### config.mk
export PLATFORM = sky130hd
export DESIGN_NAME = spi_flag_ctrl
export DESIGN_NICKNAME = d
export VERILOG_FILES = /design/src/rtl/spi_flag_pkg.sv /design/src/rtl/spi_flag_bank.sv /design/src/rtl/spi_flag_seq.sv /design/src/rtl/spi_flag_irq.sv /design/src/rtl/spi_flag_ctrl.sv
export SDC_FILE = /design/constraint.sdc
export NUM_CORES = 1
export LEC_CHECK = 0
export BUFFER_PORTS_ARGS = -buffer_cell sky130_fd_sc_hd__buf_4
export CORE_MARGIN = 3
export CORE_UTILIZATION = 43
export CTS_CLUSTER_DIAMETER = 80
export DETAILED_ROUTE_END_ITERATION = 16
export GPL_TIMING_DRIVEN = 0
export PLACE_DENSITY = 0.69
export SYNTH_ARGS = -nofsm -noshare
export SYNTH_HDL_FRONTEND = slang
export SYNTH_SLANG_ARGS = --single-unit
### constraint.sdc
create_clock -name clk -period 3.3 [get_ports clk]
set_clock_uncertainty 0.1 [all_clocks]
set_input_delay 0.66 -clock clk [delete_from_list [all_inputs] [get_ports clk]]
set_output_delay 0.66 -clock clk [all_outputs]
set_load 0.01 [all_outputs]
### src/rtl/spi_flag_pkg.sv
`timescale 1ns/1ps
package spi_flag_pkg;
  localparam int NFLAG    = 6;
  localparam int F_RXNE   = 0;
  localparam int F_TXE    = 1;
  localparam int F_WKUP   = 2;
  localparam int F_CRCERR = 3;
  localparam int F_MODF   = 4;
  localparam int F_OVR    = 5;

  typedef enum logic [1:0] {
    A_CTRL = 2'd0,
    A_IEN  = 2'd1,
    A_STAT = 2'd2,
    A_DATA = 2'd3
  } reg_addr_e;

  // Pending sources: enable and flag both high
  function automatic logic [NFLAG-1:0] pend_vec(input logic [NFLAG-1:0] en,
                                                input logic [NFLAG-1:0] fl);
    return en & fl;
  endfunction
endpackage

### src/rtl/spi_flag_bank.sv
`timescale 1ns/1ps
module spi_flag_bank #(
  parameter int              N       = 6,
  parameter logic [N-1:0]    RST_VAL = '0
) (
  input  logic         clk,
  input  logic         rst_n,
  input  logic [N-1:0] set_i,
  input  logic [N-1:0] clr_i,
  output logic [N-1:0] q_o
);
  for (genvar i = 0; i < N; i++) begin : g_bit
    logic b;
    always_ff @(posedge clk or negedge rst_n) begin
      if (!rst_n)        b <= RST_VAL[i];
      else if (set_i[i]) b <= 1'b1;
      else if (clr_i[i]) b <= 1'b0;
    end
    assign q_o[i] = b;


    set_wins_chk: assert property (@(posedge clk) disable iff (!rst_n)
      set_i[i] |=> q_o[i]);
  end
endmodule

### src/rtl/spi_flag_seq.sv
`timescale 1ns/1ps
module spi_flag_seq (
  input  logic clk,
  input  logic rst_n,
  input  logic acc_i,
  input  logic step1_i,
  input  logic step2_i,
  output logic fire_o
);
  logic armed;

  always_ff @(posedge clk or negedge rst_n) begin
    if (!rst_n)     armed <= 1'b0;
    else if (acc_i) armed <= step1_i;
  end

  assign fire_o = armed & step2_i;


  seq_cancel_chk: assert property (@(posedge clk) disable iff (!rst_n)
    (acc_i && !step1_i) |=> !fire_o);
endmodule

### src/rtl/spi_flag_irq.sv
`timescale 1ns/1ps
module spi_flag_irq
  import spi_flag_pkg::*;
(
  input  logic             clk,
  input  logic             rst_n,
  input  logic [NFLAG-1:0] en_i,
  input  logic [NFLAG-1:0] flag_i,
  output logic             irq_o
);
  logic pend_any;
  assign pend_any = |pend_vec(en_i, flag_i);

  always_ff @(posedge clk or negedge rst_n) begin
    if (!rst_n) irq_o <= 1'b0;
    else        irq_o <= pend_any;
  end


  irq_quiet_chk: assert property (@(posedge clk) disable iff (!rst_n)
    ((en_i & flag_i) == '0) |=> !irq_o);

  irq_raise_chk: assert property (@(posedge clk) disable iff (!rst_n)
    ((en_i & flag_i) != '0) |=> irq_o);
endmodule

### src/rtl/spi_flag_ctrl.sv
`timescale 1ns/1ps
module spi_flag_ctrl
  import spi_flag_pkg::*;
#(
  parameter int DW = 8
) (
  input  logic          clk,
  input  logic          rst_n,
  input  logic [1:0]    addr_i,
  input  logic          wr_i,
  input  logic          rd_i,
  input  logic [DW-1:0] wdata_i,
  output logic [DW-1:0] rdata_o,
  input  logic [DW-1:0] rx_byte_i,
  output logic [DW-1:0] tx_byte_o,
  output logic          tx_load_o,
  output logic [DW-1:0] ctrl1_o,
  input  logic          ev_txe_i,
  input  logic          ev_rxne_i,
  input  logic          ev_ovr_i,
  input  logic          ev_modf_i,
  input  logic          ev_crcerr_i,
  input  logic          ev_wkup_i,
  output logic [NFLAG-1:0] flags_o,
  output logic          irq_o
);
  localparam logic [NFLAG-1:0] FLAG_RST = NFLAG'(1) << F_TXE;

  // Decoded access events, named for the checks
  logic acc, rd_eff;
  logic wr_ctrl, wr_ien, wr_stat, wr_data, rd_stat, rd_data;
  assign acc     = wr_i | rd_i;
  assign rd_eff  = rd_i & ~wr_i;
  assign wr_ctrl = wr_i && (addr_i == A_CTRL);
  assign wr_ien  = wr_i && (addr_i == A_IEN);
  assign wr_stat = wr_i && (addr_i == A_STAT);
  assign wr_data = wr_i && (addr_i == A_DATA);
  assign rd_stat = rd_eff && (addr_i == A_STAT);
  assign rd_data = rd_eff && (addr_i == A_DATA);

  logic [NFLAG-1:0] set_vec, clr_vec, flags, ien_q;
  logic [DW-1:0]    ctrl_q, txb_q;
  logic             txl_q, ovr_fire, modf_fire;

  assign set_vec[F_RXNE]   = ev_rxne_i;
  assign set_vec[F_TXE]    = ev_txe_i;
  assign set_vec[F_WKUP]   = ev_wkup_i;
  assign set_vec[F_CRCERR] = ev_crcerr_i;
  assign set_vec[F_MODF]   = ev_modf_i;
  assign set_vec[F_OVR]    = ev_ovr_i;

  assign clr_vec[F_RXNE]   = rd_data;
  assign clr_vec[F_TXE]    = wr_data;
  assign clr_vec[F_WKUP]   = wr_stat & ~wdata_i[F_WKUP];
  assign clr_vec[F_CRCERR] = wr_stat & ~wdata_i[F_CRCERR];
  assign clr_vec[F_MODF]   = modf_fire;
  assign clr_vec[F_OVR]    = ovr_fire;

  spi_flag_seq u_ovr_seq (
    .clk(clk), .rst_n(rst_n), .acc_i(acc),
    .step1_i(rd_data), .step2_i(rd_stat), .fire_o(ovr_fire));

  spi_flag_seq u_modf_seq (
    .clk(clk), .rst_n(rst_n), .acc_i(acc),
    .step1_i(wr_stat | rd_stat), .step2_i(wr_ctrl), .fire_o(modf_fire));

  spi_flag_bank #(.N(NFLAG), .RST_VAL(FLAG_RST)) u_bank (
    .clk(clk), .rst_n(rst_n), .set_i(set_vec), .clr_i(clr_vec), .q_o(flags));

  spi_flag_irq u_irq (
    .clk(clk), .rst_n(rst_n), .en_i(ien_q), .flag_i(flags), .irq_o(irq_o));

  always_ff @(posedge clk or negedge rst_n) begin
    if (!rst_n) begin
      ien_q  <= '0;
      ctrl_q <= '0;
      txb_q  <= '0;
      txl_q  <= 1'b0;
    end else begin
      if (wr_ien)  ien_q  <= wdata_i[NFLAG-1:0];
      if (wr_ctrl) ctrl_q <= wdata_i;
      if (wr_data) txb_q  <= wdata_i;
      txl_q <= wr_data;
    end
  end

  always_comb begin
    unique case (addr_i)
      A_CTRL:  rdata_o = ctrl_q;
      A_IEN:   rdata_o = DW'(ien_q);
      A_STAT:  rdata_o = DW'(flags);
      default: rdata_o = rx_byte_i;
    endcase
  end

  assign flags_o   = flags;
  assign ctrl1_o   = ctrl_q;
  assign tx_byte_o = txb_q;
  assign tx_load_o = txl_q;


  ovr_clear_chk: assert property (@(posedge clk) disable iff (!rst_n)
    $fell(flags[F_OVR]) |-> $past(rd_stat));

  modf_clear_chk: assert property (@(posedge clk) disable iff (!rst_n)
    $fell(flags[F_MODF]) |-> $past(wr_ctrl));

  w1_keep_chk: assert property (@(posedge clk) disable iff (!rst_n)
    (wr_stat && wdata_i[F_CRCERR] && !ev_crcerr_i) |=>
      (flags[F_CRCERR] == $past(flags[F_CRCERR])));

  tx_load_chk: assert property (@(posedge clk) disable iff (!rst_n)
    wr_data |=> (tx_load_o && !flags[F_TXE]) || $past(ev_txe_i));
endmodule

==> results.json, run 1 <==
{
  "area_delta_synth_final_pct": 35.55,
  "fillers": 282,
  "status": "finished clean",
  "period_share": 0.7374,
  "avgSynthCellArea_um2": 14.73,
  "routedWlPerCell_um": 16.41,
  "grt_max_degree": 33,
  "power.density_nw_per_um2": 482.4,
  "grt-ovfl-total": 0,
  "drv_slew": 0,
  "synth_top_area_cell": "dfrtp_1",
  "worst_slew_pin_slew_ns": 0.5723,
  "hold_viol": 0,
  "post_cts_resized": 0,
  "path_class": "in -> out",
  "initial_core_util": 0.4691,
  "hold-worst-slack_ns": 0.1562,
  "track_usage": 0.1872,
  "drc": 0,
  "tns_ns": 0,
  "grt_pass1_vias": 1186,
  "p_int_uw": 714.0,
  "nNetsFinal": 193,
  "arrival_ns": 1.67,
  "antenna_found_initial": 0,
  "core_um2": 3203,
  "cts_root_buf": "clkbuf_4",
  "stdcell_count": 210,
  "power.leakage_uw": 0.0009268,
  "viasPerCell": 5.105,
  "rows": 20,
  "clk_path_buf_depth": 2,
  "dp.cells": 202,
  "end_kind": "output pin",
  "dp_hpwl_mm": 2.543,
  "critPathMaxFanout": 10,
  "io_pins": 60,
  "grt_setup_unrepaired": "no",
  "die_area_um2": 4240,
  "yosysSeqAreaShare": 0.5337,
  "clkTransAtPathRegs_ns": 0.10,
  "startpoint_type": "input pin",
  "peakVddDrop_uv": 329.7,
  "yosysWarnings": 0,
  "power_uw": 982.7,
  "sw_frac_of_total": 0.2734,
  "drtIter0Drc": 43,
  "grt_pass1_wl_mm": 5.775,
  "synth.top_cell.area_share": 0.5162,
  "clock_latency_ns": 0.33,
  "pwr-share-clk": 0.239,
  "synthTopCellsByArea": "dfrtp_1 52%, mux2_2 17%, mux4_2 9.0%",
  "drt-total-wl_mm": 3.446,
  "fin_crit_ns": 2.433,
  "num_vias": 1072,
  "max_freq_ghz": 0.4110,
  "pwr-share-seq": 0.494,
  "cts_hold_buf": 0,
  "cts_setup_buffers": 0,
  "die_w_um": 65.12,
  "ys_ff_latch": 32,
  "ant_nets": 0,
  "setup_viol": 0,
  "ff_latch_area_um2": 802.0,
  "firstDrtPassIters": 4,
  "cts_buffers": 5,
  "slew_headroom": 0.6181,
  "syn_inst": 102,
  "syn-cell-area_um2": 1503,
  "switching_power_uw": 268.7,
  "gp_congestion": 0.7391,
  "die_h_um": 65.12,
  "cts_tree": "done",
  "combPwrFrac": 0.267,
  "multiInputGateArea_um2": 605.6,
  "max_cap_violations": 0,
  "diodes": 0,
  "clock-sinks": 32,
  "h-tree-depth": 2,
  "worst-endpoint-required_ns": 2.54,
  "syn_nets": 130,
  "port_buffers": 56,
  "synthDistinctLibCells": 24,
  "drive_above_1_share": 0.6386,
  "hold_path_class": "in -> async"
}
-- cells in the final DEF, fill, tap and decap left out, types with 3 or more instances in the layout --
master	instances
dfrtp_1	31
clkbuf_4	5
mux4_2	6
nor2_1	4
buf_4	64
a21o_1	4
mux2_2	23
a22oi_1	3
-- registers in the layout, indices dropped and copies added (netlist names) --
signal and cells:
ctrl1_o 8, tx_byte_o 8, ien_q 6, u_bank.g_bit.b 6, tx_load_o 1, u_irq.irq_o 1
u_modf_seq.armed 1, u_ovr_seq.armed 1
-- area by class of cell --
type,instances,share of cell area
plain buffers,11,0.04300
clock buffers,8,0.02887
inverters,2,0.003686
multi-input cells,57,0.2973
flip-flops and latches,32,0.3937
well taps,44,0.02703
repair buffers,56,0.2064
-- synth_stat cells, drive strengths merged --
master,instances
nand3b,1
a21oi,2
a22o,2
dfrtp,31
a22oi,3
buf,11
a21o,4
dfstp,1
nor2,4
mux4,6
nand3,3
nand4b,1
nand4bb,2
nor3b,1
a31oi,1
inv,2
and2,1
nand2b,1
mux2,23
nor4bb,1
nor2b,1
-- layer usage --
layer,track usage,vias to the layer above,wire [um]
met2,0.3142,49,1748
met1,0.2265,523,1423
met4,0.06218,0,40
met3,0.06325,4,233
li1,-,496,-
met5,0,-,0
-- worst max-delay path, stage by stage --
cell	delay [ns]
buf_4	0.15
buf_6	0.18
mux4_2	0.52
buf_4	0.16
-- power groups by stage --
stage          sequential (uW)  combinational, uW  clock (uW)
3_3_place_gp               490                261           0
5_1_grt                    494                285         266
6_report                   485                263         235
3_5_place_dp               494                266           0
4_1_cts                    486                268         243
2_1_floorplan              504                113           0
-- logic make-up (layout without fill, tap and decap cells) --
kind of cell / count (synthesis) / in the layout / share of synthesized area
DFF: 32 / 32 / 0.5337
muxes: 29 / 29 / 0.2623
and+or+nand+nor: 16 / 16 / 0.08327
buffers and inverters: 13 / 77 / 0.06328
AOI/OAI and AO/OA: 12 / 12 / 0.05746
-- metrics by stage --
| step | setup slack, ns | area (um2) | utilization |
|---|---|---|---|
| after floorplan | 1.055 | 1503 | - |
| after global placement | 0.8759 | 1978 | 0.6176 |
| after detailed placement | 0.8627 | 1978 | 0.6176 |
| after CTS | 0.8554 | 2037 | 0.6359 |
| after global routing | 0.8228 | 2037 | 0.6359 |
| final | 0.8666 | 2037 | 0.6359 |
-- worst paths after layout --
check / endpoint / from / slack [ns] / cells past startpoint
max: rdata_o[5] / addr_i[0] / 0.87 / 4
min: ctrl1_o[3] / rst_n / 0.16 / 1
max reg2reg: u_bank.g_bit[5].b / u_ovr_seq.armed / 2.31 / 2
min reg2reg: u_bank.g_bit[4].b / u_modf_seq.armed / 0.38 / 1
max in group asynchronous: u_bank.g_bit[1].b / rst_n / 2.62 / 1
min in group clk: u_bank.g_bit[4].b / u_modf_seq.armed / 0.38 / 1
Note: power is estimated with default switching activity, not from simulation.
==> run 2: changes to the inputs <==
clock period = 2.5 ns   (was 3.3 ns; I/O delays follow)
==> results.json, run 2 (synthesis gave the netlist of run 1 again) <==
{
  "path_common_cell": "buf_4",
  "nNetsFinal": 194,
  "diodes": 0,
  "peakVddDrop_uv": 433.2,
  "path_class": "in -> out",
  "viasPerCell": 5.100,
  "io_pins": 60,
  "stdcell_count": 211,
  "postLayoutCellArea_um2": 2047,
  "clock-sinks": 32,
  "area_delta_synth_final_pct": 36.22,
  "status": "finished clean",
  "h-tree-depth": 2,
  "dp.cells": 202,
  "min_delay_path_depth": 2,
  "worst_path_max_delay_cell": "mux4_2",
  "grt_pass1_vias": 1187,
  "critPathMaxFanout": 10,
  "clock_latency_ns": 0.33,
  "end_kind": "output pin",
  "r2r-start": "u_ovr_seq.armed",
  "switching_power_uw": 354.0,
  "die_w_um": 65.12,
  "cts_buffers": 5,
  "clkTransAtPathRegs_ns": 0.09,
  "final_common_cell": "buf_4",
  "crit_end": "rdata_o[5]",
  "tns_ns": 0,
  "fin_crit_ns": 2.113,
  "die_h_um": 65.12,
  "rr_endpoint": "u_bank.g_bit[5].b",
  "hold_viol": 0,
  "arrival_ns": 1.51,
  "max_cap_violations": 0,
  "slew_headroom": 0.6223,
  "sw_frac_of_total": 0.2728,
  "final_cell_mix": "64 x buf_4, 31 x dfrtp_1, 23 x mux2_2",
  "power.leakage_uw": 0.0009310,
  "drv_slew": 0,
  "num_vias": 1076,
  "core_um2": 3203,
  "routedWlPerCell_um": 16.32,
  "grt-ovfl-total": 0,
  "track_usage": 0.1872,
  "combPwrFrac": 0.268,
  "worst_r2r_path_depth": 2,
  "worst_slew_pin_slew_ns": 0.5659,
  "cp_slowest_stage_delay_ns": 0.52,
  "p_int_uw": 943.5,
  "grt_pass1_wl_mm": 5.775,
  "antenna_found_initial": 0,
  "hold_path_class": "in -> reg",
  "firstDrtPassIters": 4,
  "port_buffers": 56,
  "path_cells": "buf_4, buf_6, mux4_2, buf_4",
  "timing.reg2reg.setup_slack_ns": 1.52,
  "cts_root_buf": "clkbuf_4",
  "rows": 20,
  "initial_core_util": 0.4691,
  "drtIter0Drc": 51,
  "drt-total-wl_mm": 3.444,
  "period_share": 0.8454,
  "max_freq_ghz": 0.4732,
  "grt_setup_unrepaired": "no",
  "pre_cts_slack_ns": 0.3827,
  "dp_hpwl_mm": 2.543,
  "power.density_nw_per_um2": 633.8,
  "pwr-share-clk": 0.238,
  "drc": 0,
  "pwr-share-seq": 0.494,
  "setup_viol": 0,
  "grt_max_degree": 33,
  "worst-endpoint-required_ns": 1.90,
  "gp_congestion": 0.7391,
  "clk_path_buf_depth": 2,
  "ant_nets": 0,
  "layout_setup_ws_ns": 0.3865,
  "startpoint_type": "input pin",
  "cts_tree": "done",
  "die_area_um2": 4240,
  "placed_cell_area_um2": 1978,
  "drive_above_1_share": 0.6347,
  "crit_start": "addr_i[0]"
}
-- run 2: cell types whose count changed in the layout (fill, tap and decap cells not counted) --
cell / previous run / this run
dlygate4sd3_1: 0 / 1
-- run 2: worst min-delay path by stage --
stage | start | end | slack [ns]
after global routing | ev_rxne_i | u_bank.g_bit[0].b | 0.22
after detailed placement | rst_n | tx_byte_o[4] | 0.36
final | ev_rxne_i | u_bank.g_bit[0].b | 0.24
after CTS | ev_rxne_i | u_bank.g_bit[0].b | 0.23
after global placement | u_modf_seq.armed | u_bank.g_bit[4].b | 0.34
after floorplan | rst_n | ctrl1_o[0] | 0.10
-- run 2: metal layers --
layer  wire length [um]  part of all wire  vias to the layer above  GRT usage
met3                229             0.066                        4    0.06325
met5                  0                 0                        -          0
li1                   -                 -                      498          -
met2               1747              0.51                       49     0.3142
met1               1427              0.41                      525     0.2265
met4                 40             0.012                        0    0.06218
-- run 2: stage by stage --
stage	total power [uW]	hold WS, ns	util
global route	1380	0.2224	0.6391
CTS	1316	0.2306	0.6391
global placement	991.3	0.3411	0.6176
finish	1297	0.2418	0.6391
floorplan	814.8	0.1044	-
detailed placement	1004	0.3625	0.6176
-- run 2: power by group through the flow --
stage               combinational, uW  clock, uW  sequential [uW]
CTS                               355        320              641
finish                            348        309              641
global placement                  344          0              647
global route                      377        351              652
floorplan                         149          0              666
detailed placement                352          0              652
-- run 2: layout make-up --
cell class              count  area [um2]
flip-flops and latches     32       802.0
fillers                   279        1156
multi-input cells          57       605.6
inverters                   2       7.507
clock buffers               8       58.81
plain buffers              11       87.58
repair buffers             57       430.4
well taps                  44       55.05
-- run 2: repair_timing --
item,in CTS,in global routing
hold endpoints to repair,24,0
resized for setup,0,0
setup endpoints to repair,0,0
buffers inserted,0,0
hold buffers,1,0
-- run 2: critical path, delay by kind of cell --
| family | cells | cell delay [ns] |
|---|---|---|
| muxes | 1 | 0.52 |
| buffers and inverters | 3 | 0.49 |
